==> src/rtl/pov_pkg.sv <==
package pov_pkg;
  localparam int POS_W  = 15;
  localparam int VEC_W  = 11;
  localparam int WORD_W = 2 * POS_W + 4 * VEC_W;
  localparam int CNT_W  = $clog2(WORD_W + 2);

  // Field order matches transfer order: first field received sits at the MSB.
  typedef struct packed {
    logic [POS_W-1:0] pos_x;
    logic [POS_W-1:0] pos_y;
    logic [VEC_W-1:0] dir_x;
    logic [VEC_W-1:0] dir_y;
    logic [VEC_W-1:0] plane_x;
    logic [VEC_W-1:0] plane_y;
  } view_t;

  localparam view_t VIEW_RESET = '{
    pos_x:   POS_W'(2816),
    pos_y:   POS_W'(4928),
    dir_x:   VEC_W'(0),
    dir_y:   VEC_W'(512),
    plane_x: VEC_W'(1792),
    plane_y: VEC_W'(0)
  };
endpackage

==> src/rtl/pov_sync.sv <==
module pov_sync #(
  parameter int W      = 3,
  parameter int STAGES = 2,
  parameter logic [W-1:0] RST_VAL = '0
) (
  input  logic         clk,
  input  logic         rst_n,
  input  logic [W-1:0] d,
  output logic [W-1:0] q
);
  logic [W-1:0] stg [STAGES];

  always_ff @(posedge clk) begin
    if (!rst_n) stg[0] <= RST_VAL;
    else        stg[0] <= d;
  end

  for (genvar s = 1; s < STAGES; s++) begin : g_stage
    always_ff @(posedge clk) begin
      if (!rst_n) stg[s] <= RST_VAL;
      else        stg[s] <= stg[s-1];
    end
  end

  assign q = stg[STAGES-1];
endmodule

==> src/rtl/pov_spi_rx.sv <==
module pov_spi_rx
  import pov_pkg::*;
(
  input  logic              clk,
  input  logic              rst_n,
  input  logic              cs_n_s,
  input  logic              sck_s,
  input  logic              sdi_s,
  output logic              word_done,
  output logic [WORD_W-1:0] word
);
  localparam logic [CNT_W-1:0] FULL = CNT_W'(WORD_W);
  localparam logic [CNT_W-1:0] OVER = CNT_W'(WORD_W + 1);

  logic              sck_q, cs_q;
  logic [CNT_W-1:0]  bit_cnt;
  logic [WORD_W-1:0] shreg;

  wire sck_rise = sck_s & ~sck_q;
  wire cs_rise  = cs_n_s & ~cs_q;

  always_ff @(posedge clk) begin
    if (!rst_n) begin
      sck_q     <= 1'b0;
      cs_q      <= 1'b1;
      bit_cnt   <= '0;
      shreg     <= '0;
      word_done <= 1'b0;
    end else begin
      sck_q     <= sck_s;
      cs_q      <= cs_n_s;
      word_done <= 1'b0;
      if (cs_n_s) begin
        bit_cnt <= '0;
        if (cs_rise) word_done <= (bit_cnt == FULL);
      end else if (sck_rise) begin
        shreg <= {shreg[WORD_W-2:0], sdi_s};
        if (bit_cnt != OVER) bit_cnt <= bit_cnt + 1'b1;
      end
    end
  end

  assign word = shreg;
endmodule

==> src/rtl/pov_commit.sv <==
module pov_commit
  import pov_pkg::*;
(
  input  logic              clk,
  input  logic              rst_n,
  input  logic              word_done,
  input  logic [WORD_W-1:0] word,
  input  logic              frame_start,
  input  logic              demo_x,
  input  logic              demo_y,
  output view_t             live,
  output logic              pend_valid
);
  view_t pend;
  wire   demo_any = demo_x | demo_y;

  always_ff @(posedge clk) begin
    if (!rst_n) begin
      live       <= VIEW_RESET;
      pend       <= VIEW_RESET;
      pend_valid <= 1'b0;
    end else begin
      if (demo_any) begin
        pend_valid <= 1'b0;
      end else if (word_done) begin
        pend       <= view_t'(word);
        pend_valid <= 1'b1;
      end
      if (frame_start) begin
        if (demo_any) begin
          if (demo_x) live.pos_x <= live.pos_x + 1'b1;
          if (demo_y) live.pos_y <= live.pos_y + 1'b1;
        end else if (word_done) begin
          live       <= view_t'(word);
          pend_valid <= 1'b0;
        end else if (pend_valid) begin
          live       <= pend;
          pend_valid <= 1'b0;
        end
      end
    end
  end
endmodule

==> src/rtl/pov_spi_regbank.sv <==
module pov_spi_regbank
  import pov_pkg::*;
#(
  parameter int SYNC_STAGES = 2
) (
  input  logic             clk,
  input  logic             rst_n,
  input  logic             spi_cs_n,
  input  logic             spi_sck,
  input  logic             spi_sdi,
  input  logic             vblank_start,
  input  logic             demo_inc_x,
  input  logic             demo_inc_y,
  output logic [POS_W-1:0] view_pos_x,
  output logic [POS_W-1:0] view_pos_y,
  output logic [VEC_W-1:0] view_dir_x,
  output logic [VEC_W-1:0] view_dir_y,
  output logic [VEC_W-1:0] view_plane_x,
  output logic [VEC_W-1:0] view_plane_y
);
  logic [2:0]        pins_s;
  logic              word_done;
  logic [WORD_W-1:0] word;
  logic              pend_valid;
  view_t             live;

  pov_sync #(.W(3), .STAGES(SYNC_STAGES), .RST_VAL(3'b100)) u_sync (
    .clk   (clk),
    .rst_n (rst_n),
    .d     ({spi_cs_n, spi_sck, spi_sdi}),
    .q     (pins_s)
  );

  pov_spi_rx u_rx (
    .clk       (clk),
    .rst_n     (rst_n),
    .cs_n_s    (pins_s[2]),
    .sck_s     (pins_s[1]),
    .sdi_s     (pins_s[0]),
    .word_done (word_done),
    .word      (word)
  );

  pov_commit u_commit (
    .clk         (clk),
    .rst_n       (rst_n),
    .word_done   (word_done),
    .word        (word),
    .frame_start (vblank_start),
    .demo_x      (demo_inc_x),
    .demo_y      (demo_inc_y),
    .live        (live),
    .pend_valid  (pend_valid)
  );

  assign view_pos_x   = live.pos_x;
  assign view_pos_y   = live.pos_y;
  assign view_dir_x   = live.dir_x;
  assign view_dir_y   = live.dir_y;
  assign view_plane_x = live.plane_x;
  assign view_plane_y = live.plane_y;
endmodule

==> config.mk <==
export PLATFORM = sky130hd
export DESIGN_NAME = pov_spi_regbank
export DESIGN_NICKNAME = d
export VERILOG_FILES = /design/src/rtl/pov_pkg.sv /design/src/rtl/pov_sync.sv /design/src/rtl/pov_spi_rx.sv /design/src/rtl/pov_commit.sv /design/src/rtl/pov_spi_regbank.sv
export SDC_FILE = /design/constraint.sdc
export NUM_CORES = 1
export LEC_CHECK = 0
export ABC_AREA = 1
export BUFFER_PORTS_ARGS = -buffer_cell sky130_fd_sc_hd__buf_2
export CORE_UTILIZATION = 35
export DETAILED_ROUTE_END_ITERATION = 8
export GPL_TIMING_DRIVEN = 1
export PLACE_DENSITY = 0.53
export SLEW_MARGIN = 15
export SYNTH_ARGS = -nofsm -noshare
export SYNTH_HDL_FRONTEND = slang
export SYNTH_SLANG_ARGS = --single-unit
==> constraint.sdc <==
create_clock -name clk -period 1.7 [get_ports clk]
set_input_delay 0.085 -clock clk [delete_from_list [all_inputs] [get_ports clk]]
set_output_delay 0.085 -clock clk [all_outputs]
set_load 0.01 [all_outputs]
==> results by stage <==
Floorplanning:
- The die is 170 um tall.
- For this configuration, the core starts out at a cell density of between 30% and 40%.
- Row generation in the floorplan step produced 61 rows.
- For this design the top-level I/O count stands at between 80 and 90.
- The floorplan die width is 170 um.
- The area of the core is roughly 28000 um^2.
- The die covers roughly 29000 um^2.

CTS:
- The setup fix buffers added after clock tree synthesis is 0.
- CTS built an H-tree with a depth of 1.
- Clock-pin slew was measured on the worst setup and hold paths at ~0.060 ns.
- The longest clock path from root to sink contains 3 buffers.
- The TritonCTS buffer count is 27.
- The cell chosen for the clock root is sky130_fd_sc_hd__clkbuf_16.
- The tree built by TritonCTS fans out to 239 sinks.
- The source-to-sink clock delay at the later pin of the worst-skew pair is between 0.5 and 0.6 ns.
- TritonCTS built the clock tree.

Global route:
- The total routing resource utilization after global routing is between 15 and 20%.
- The number of global-route vias before repair was between 8000 and 9000.
- The global-route wire length before repair is 42.5 mm.
- The most heavily used metal layer in global routing is met2.
- For met3 alone, demand over resource in global routing was 2.31%.
- The initial antenna violation count was 0.
- In the global route stage, met2 resource usage came out at 30.0%.
- Global routing consumed, on the met1 layer, about a quarter of the routing resources.
- The total overflow reported by the global router is 0.
- The pin count of the biggest net entering global routing is 132.

Power and ir drop:
- In this run the static leakage power is approximately 4.4 nW.
- The power density normalized to cell area is approximately 1100 nW/um^2.
- The clock network is responsible for approximately half of the overall power.
- The fraction of power spent switching nets is between 20% and 30%.
- The highest ir drop seen on vdd is between 0.6 and 0.7 mV.
- The net switching power is 2.75 mW.
- Combinational cells account for 4.4% of the total power.
- The sequential fraction of design power is a little under half.
- Internal power comes to ~9.4 mW.
- The power consumption is ~12 mW.

Logic synthesis:
- After synthesis, the share of flip-flops with an asynchronous set or reset is 0%.
- Sequential cells were found to cover ~49% of the synthesized design area.
- Synthesis produced about 1400 cells.
- The count of flip-flops with a built-in enable after synthesis is 0.
- When the netlist entered floorplanning its net count stood at 1362.
- After synthesis the cells add up to around 10000 um^2.
- During synthesis, Yosys emitted a total of 0 warnings.
- Averaged over all synthesized cells, the footprint is between 7 and 8 um^2.
- Counting flops and latches in the post-synthesis netlist gives approximately 240.
- Among all flip-flop cells after synthesis, the most frequent one is sky130_fd_sc_hd__dfxtp_1.
- In this run, distinct cell masters in the synthesized netlist total 33.

Place:
- At the end of routability-driven placement, the weighted congestion stood at 0.797.
- Once detailed placement completed, the half-perimeter wirelength came to approximately 15 mm.
- Buffers placed on the I/O ports in this run total between 80 and 90.
- Including well taps, the total number of placed cells is ~1700.

Setup path:
- The highest net fanout along the worst path is 5.
- Traced cell by cell, the critical path runs through ha_1 -> nand2_1 -> nor2_1 -> buf_4 -> nand3_1 -> nand3_1 -> nand2_1 -> nand2_1 -> nand3_1.
- Data on the critical path is required at its endpoint by between 2 and 2.5 ns.
- The worst setup path is captured at a flip-flop.
- On the critical path, the stage with the largest delay is an instance of sky130_fd_sc_hd__dfxtp_1.
- The worst reg-to-reg setup slack is around 0.20 ns.
- The worst setup path is launched from a flip-flop.
- The delay contributed by the slowest stage of the critical path is 0.42 ns.
- Data arrives at the worst endpoint at around 1.9 ns.
- Broken down by cell family, the worst path's largest delay share belongs to simple AND/OR/NAND/NOR gates.
- The worst path buffer plus inverter count is 1.
- The critical path in this run is classified as reg -> reg.

Outcome:
- The run finished with clean final reports.

Final layout:
- The area taken by multi-input logic gates is 4410 um^2.
- The synthesis-to-finish area growth is 17.4%.
- The library cell used most frequently in the layout, excluding fill and tap cells, is sky130_fd_sc_hd__nand2_1.
- 0 antenna diodes ended up in the layout.
- For this run, the number of standard cells in the final layout without fillers is 1800.
- The final layout net count is between 1000 and 1500.
- The number of fill cells in the layout is roughly 2900.
- The sequential cells in the finished layout cover a total of between 4000 and 5000 um^2.
- In the layout the commonest cells are 355 x sky130_fd_sc_hd__nand2_1, 237 x sky130_fd_sc_hd__dfxtp_1, 145 x sky130_fd_sc_hd__a21oi_1.
- The fraction of layout instances using a drive strength above 1 is around an eighth.

Routing:
- The initial detailed-routing violation count is 620.
- The overall routed net length is around 26 mm.
- For this block, the via count after detailed routing is just under 9000.
- The number of nets with antenna violations after detailed routing is 0.
- For this run, design rule violations remaining after detail routing come to 0.
- The post-detailed-route wirelength per cell is between 10 and 15 um.
- The first TritonRoute pass finished after 4 iterations.
- Using the TritonRoute via totals, the vias-per-cell ratio works out to just under 5.

Timing:
- The setup skew after layout is 0.0160 ns.
- The total setup violations reported at the end of the flow is 0.
- The number of pins with negative max-slew slack in the final report is 0.
- The peak clock frequency supported by timing is between 0.6 and 0.7 GHz.
- The routed design could run at a clock period as short as 1.50 ns.
- Setup repair after global routing left no endpoint under its margin.
- For the pin with the worst max-slew slack, the measured transition is ~0.57 ns.
- The final critical path takes up between 80% and 90% of the cycle.
- In the final timing run, aggregate negative setup slack is 0 ns.
- The final count of hold timing violations is 0.
- The worst relative slew slack is between 60% and 70%.

Job:
- Across the run, the number of max-cap violations was 0.

Min path:
- The min-delay analysis places its worst path in the category in -> reg.
[power by group through the flow]
stage / Clock, mW / Combinational (mW) / Sequential (mW)
global route: 6.29 / 0.616 / 5.73
floorplan: 0 / 0.337 / 5.85
CTS: 6.06 / 0.547 / 5.73
finish: 5.91 / 0.541 / 5.73
detailed placement: 0 / 0.539 / 5.85
global placement: 0 / 0.539 / 5.85
[per-stage QoR]
step | area, um^2 | hold WS (ns) | utilization, % | setup WS (ns)
CTS | 11600 | 0.0417 | 41.7 | 0.155
global route | 11600 | 0.0804 | 41.7 | 0.0147
finish | 11600 | 0.0347 | 41.7 | 0.204
global placement | 10600 | 0.274 | 38.3 | 0.210
floorplan | 9850 | 0.164 | - | 0.218
detailed placement | 10600 | 0.275 | 38.3 | 0.164
[per-layer routing]
layer,vias up,wire length [um]
li1,4604,-
met1,4149,12500
met2,131,11800
met3,27,898
met4,0,329
met5,-,0
[worst min-delay path, stage by stage]
cell	delay, ns
sky130_fd_sc_hd__buf_4	0.13
sky130_fd_sc_hd__clkinv_2	0.22
sky130_fd_sc_hd__a21oi_1	0.06
[cells by family (layout without fill, tap and decap cells)]
| logic type | count (synthesis) | in the layout | share of synthesized area (%) |
|---|---|---|---|
| compound gates | 329 | 329 | 17.7 |
| xor+xnor | 3 | 3 | 0.267 |
| fa+ha+maj | 4 | 4 | 0.508 |
| buf+inv | 147 | 219 | 6.78 |
| flops | 239 | 239 | 48.6 |
| simple gates | 628 | 628 | 26.2 |
[cell type report]
| cell class | count | area share [%] |
|---|---|---|
| inverters | 56 | 1.84 |
| well taps | 378 | 4.09 |
| repair buffers | 114 | 6.73 |
| clock buffers | 41 | 6.73 |
| clock inverters | 8 | 1.03 |
| multi-input cells | 964 | 38.2 |
| flip-flops and latches | 239 | 41.4 |
[worst paths after layout]
kind | startpoint | depth (start not counted) | endpoint
worst max register to register | u_commit.live[45]$_SDFFE_PN0P_ | 9 | u_commit.live[52]$_SDFFE_PN1P_
worst min-delay path | rst_n | 3 | u_rx.word[65]$_SDFFE_PN0P_
worst min register to register | u_sync.stg[0][1]$_SDFF_PN0_ | 2 | u_sync.stg[1][1]$_SDFF_PN0_
worst max-delay path | u_commit.live[45]$_SDFFE_PN0P_ | 9 | u_commit.live[52]$_SDFFE_PN1P_
[registers in the layout (all words and copies together), names as in the netlist]
name / cells
u_commit.pend: 74
u_rx.bit_cnt: 7
u_rx.sck_q: 1
u_commit.live: 74
u_rx.word_done: 1
u_rx.word: 74
u_rx.cs_q: 1
u_sync.stg: 6
u_commit.pend_valid: 1
[timing repair]
action	in CTS	in global routing
setup endpoints to repair	0	2
gates resized for setup	0	3
hold buffers	4	0
endpoints found under the hold margin	4	0
[Yosys cell counts (4+ instances only)]
| cell type | n | share of area (%) |
|---|---|---|
| sky130_fd_sc_hd__nand4_1 | 12 | 0.76 |
| sky130_fd_sc_hd__ha_1 | 4 | 0.51 |
| sky130_fd_sc_hd__dfxtp_1 | 239 | 49 |
| sky130_fd_sc_hd__a31oi_1 | 40 | 2.5 |
| sky130_fd_sc_hd__o211ai_1 | 7 | 0.53 |
| sky130_fd_sc_hd__nand3_1 | 103 | 5.2 |
| sky130_fd_sc_hd__buf_6 | 8 | 0.91 |
| sky130_fd_sc_hd__nand2_1 | 356 | 14 |
| sky130_fd_sc_hd__buf_2 | 26 | 1.3 |
| sky130_fd_sc_hd__a22oi_1 | 4 | 0.30 |
| sky130_fd_sc_hd__o21ai_0 | 107 | 5.4 |
| sky130_fd_sc_hd__or2_2 | 5 | 0.32 |
| sky130_fd_sc_hd__inv_1 | 51 | 1.9 |
| sky130_fd_sc_hd__a21oi_1 | 145 | 7.4 |
| sky130_fd_sc_hd__o21ai_1 | 19 | 0.97 |
| sky130_fd_sc_hd__nand3b_1 | 5 | 0.38 |
| sky130_fd_sc_hd__nor2_1 | 137 | 5.2 |
| sky130_fd_sc_hd__clkbuf_1 | 50 | 1.9 |
| sky130_fd_sc_hd__buf_4 | 6 | 0.46 |
Note: power is estimated with default switching activity, not from simulation.
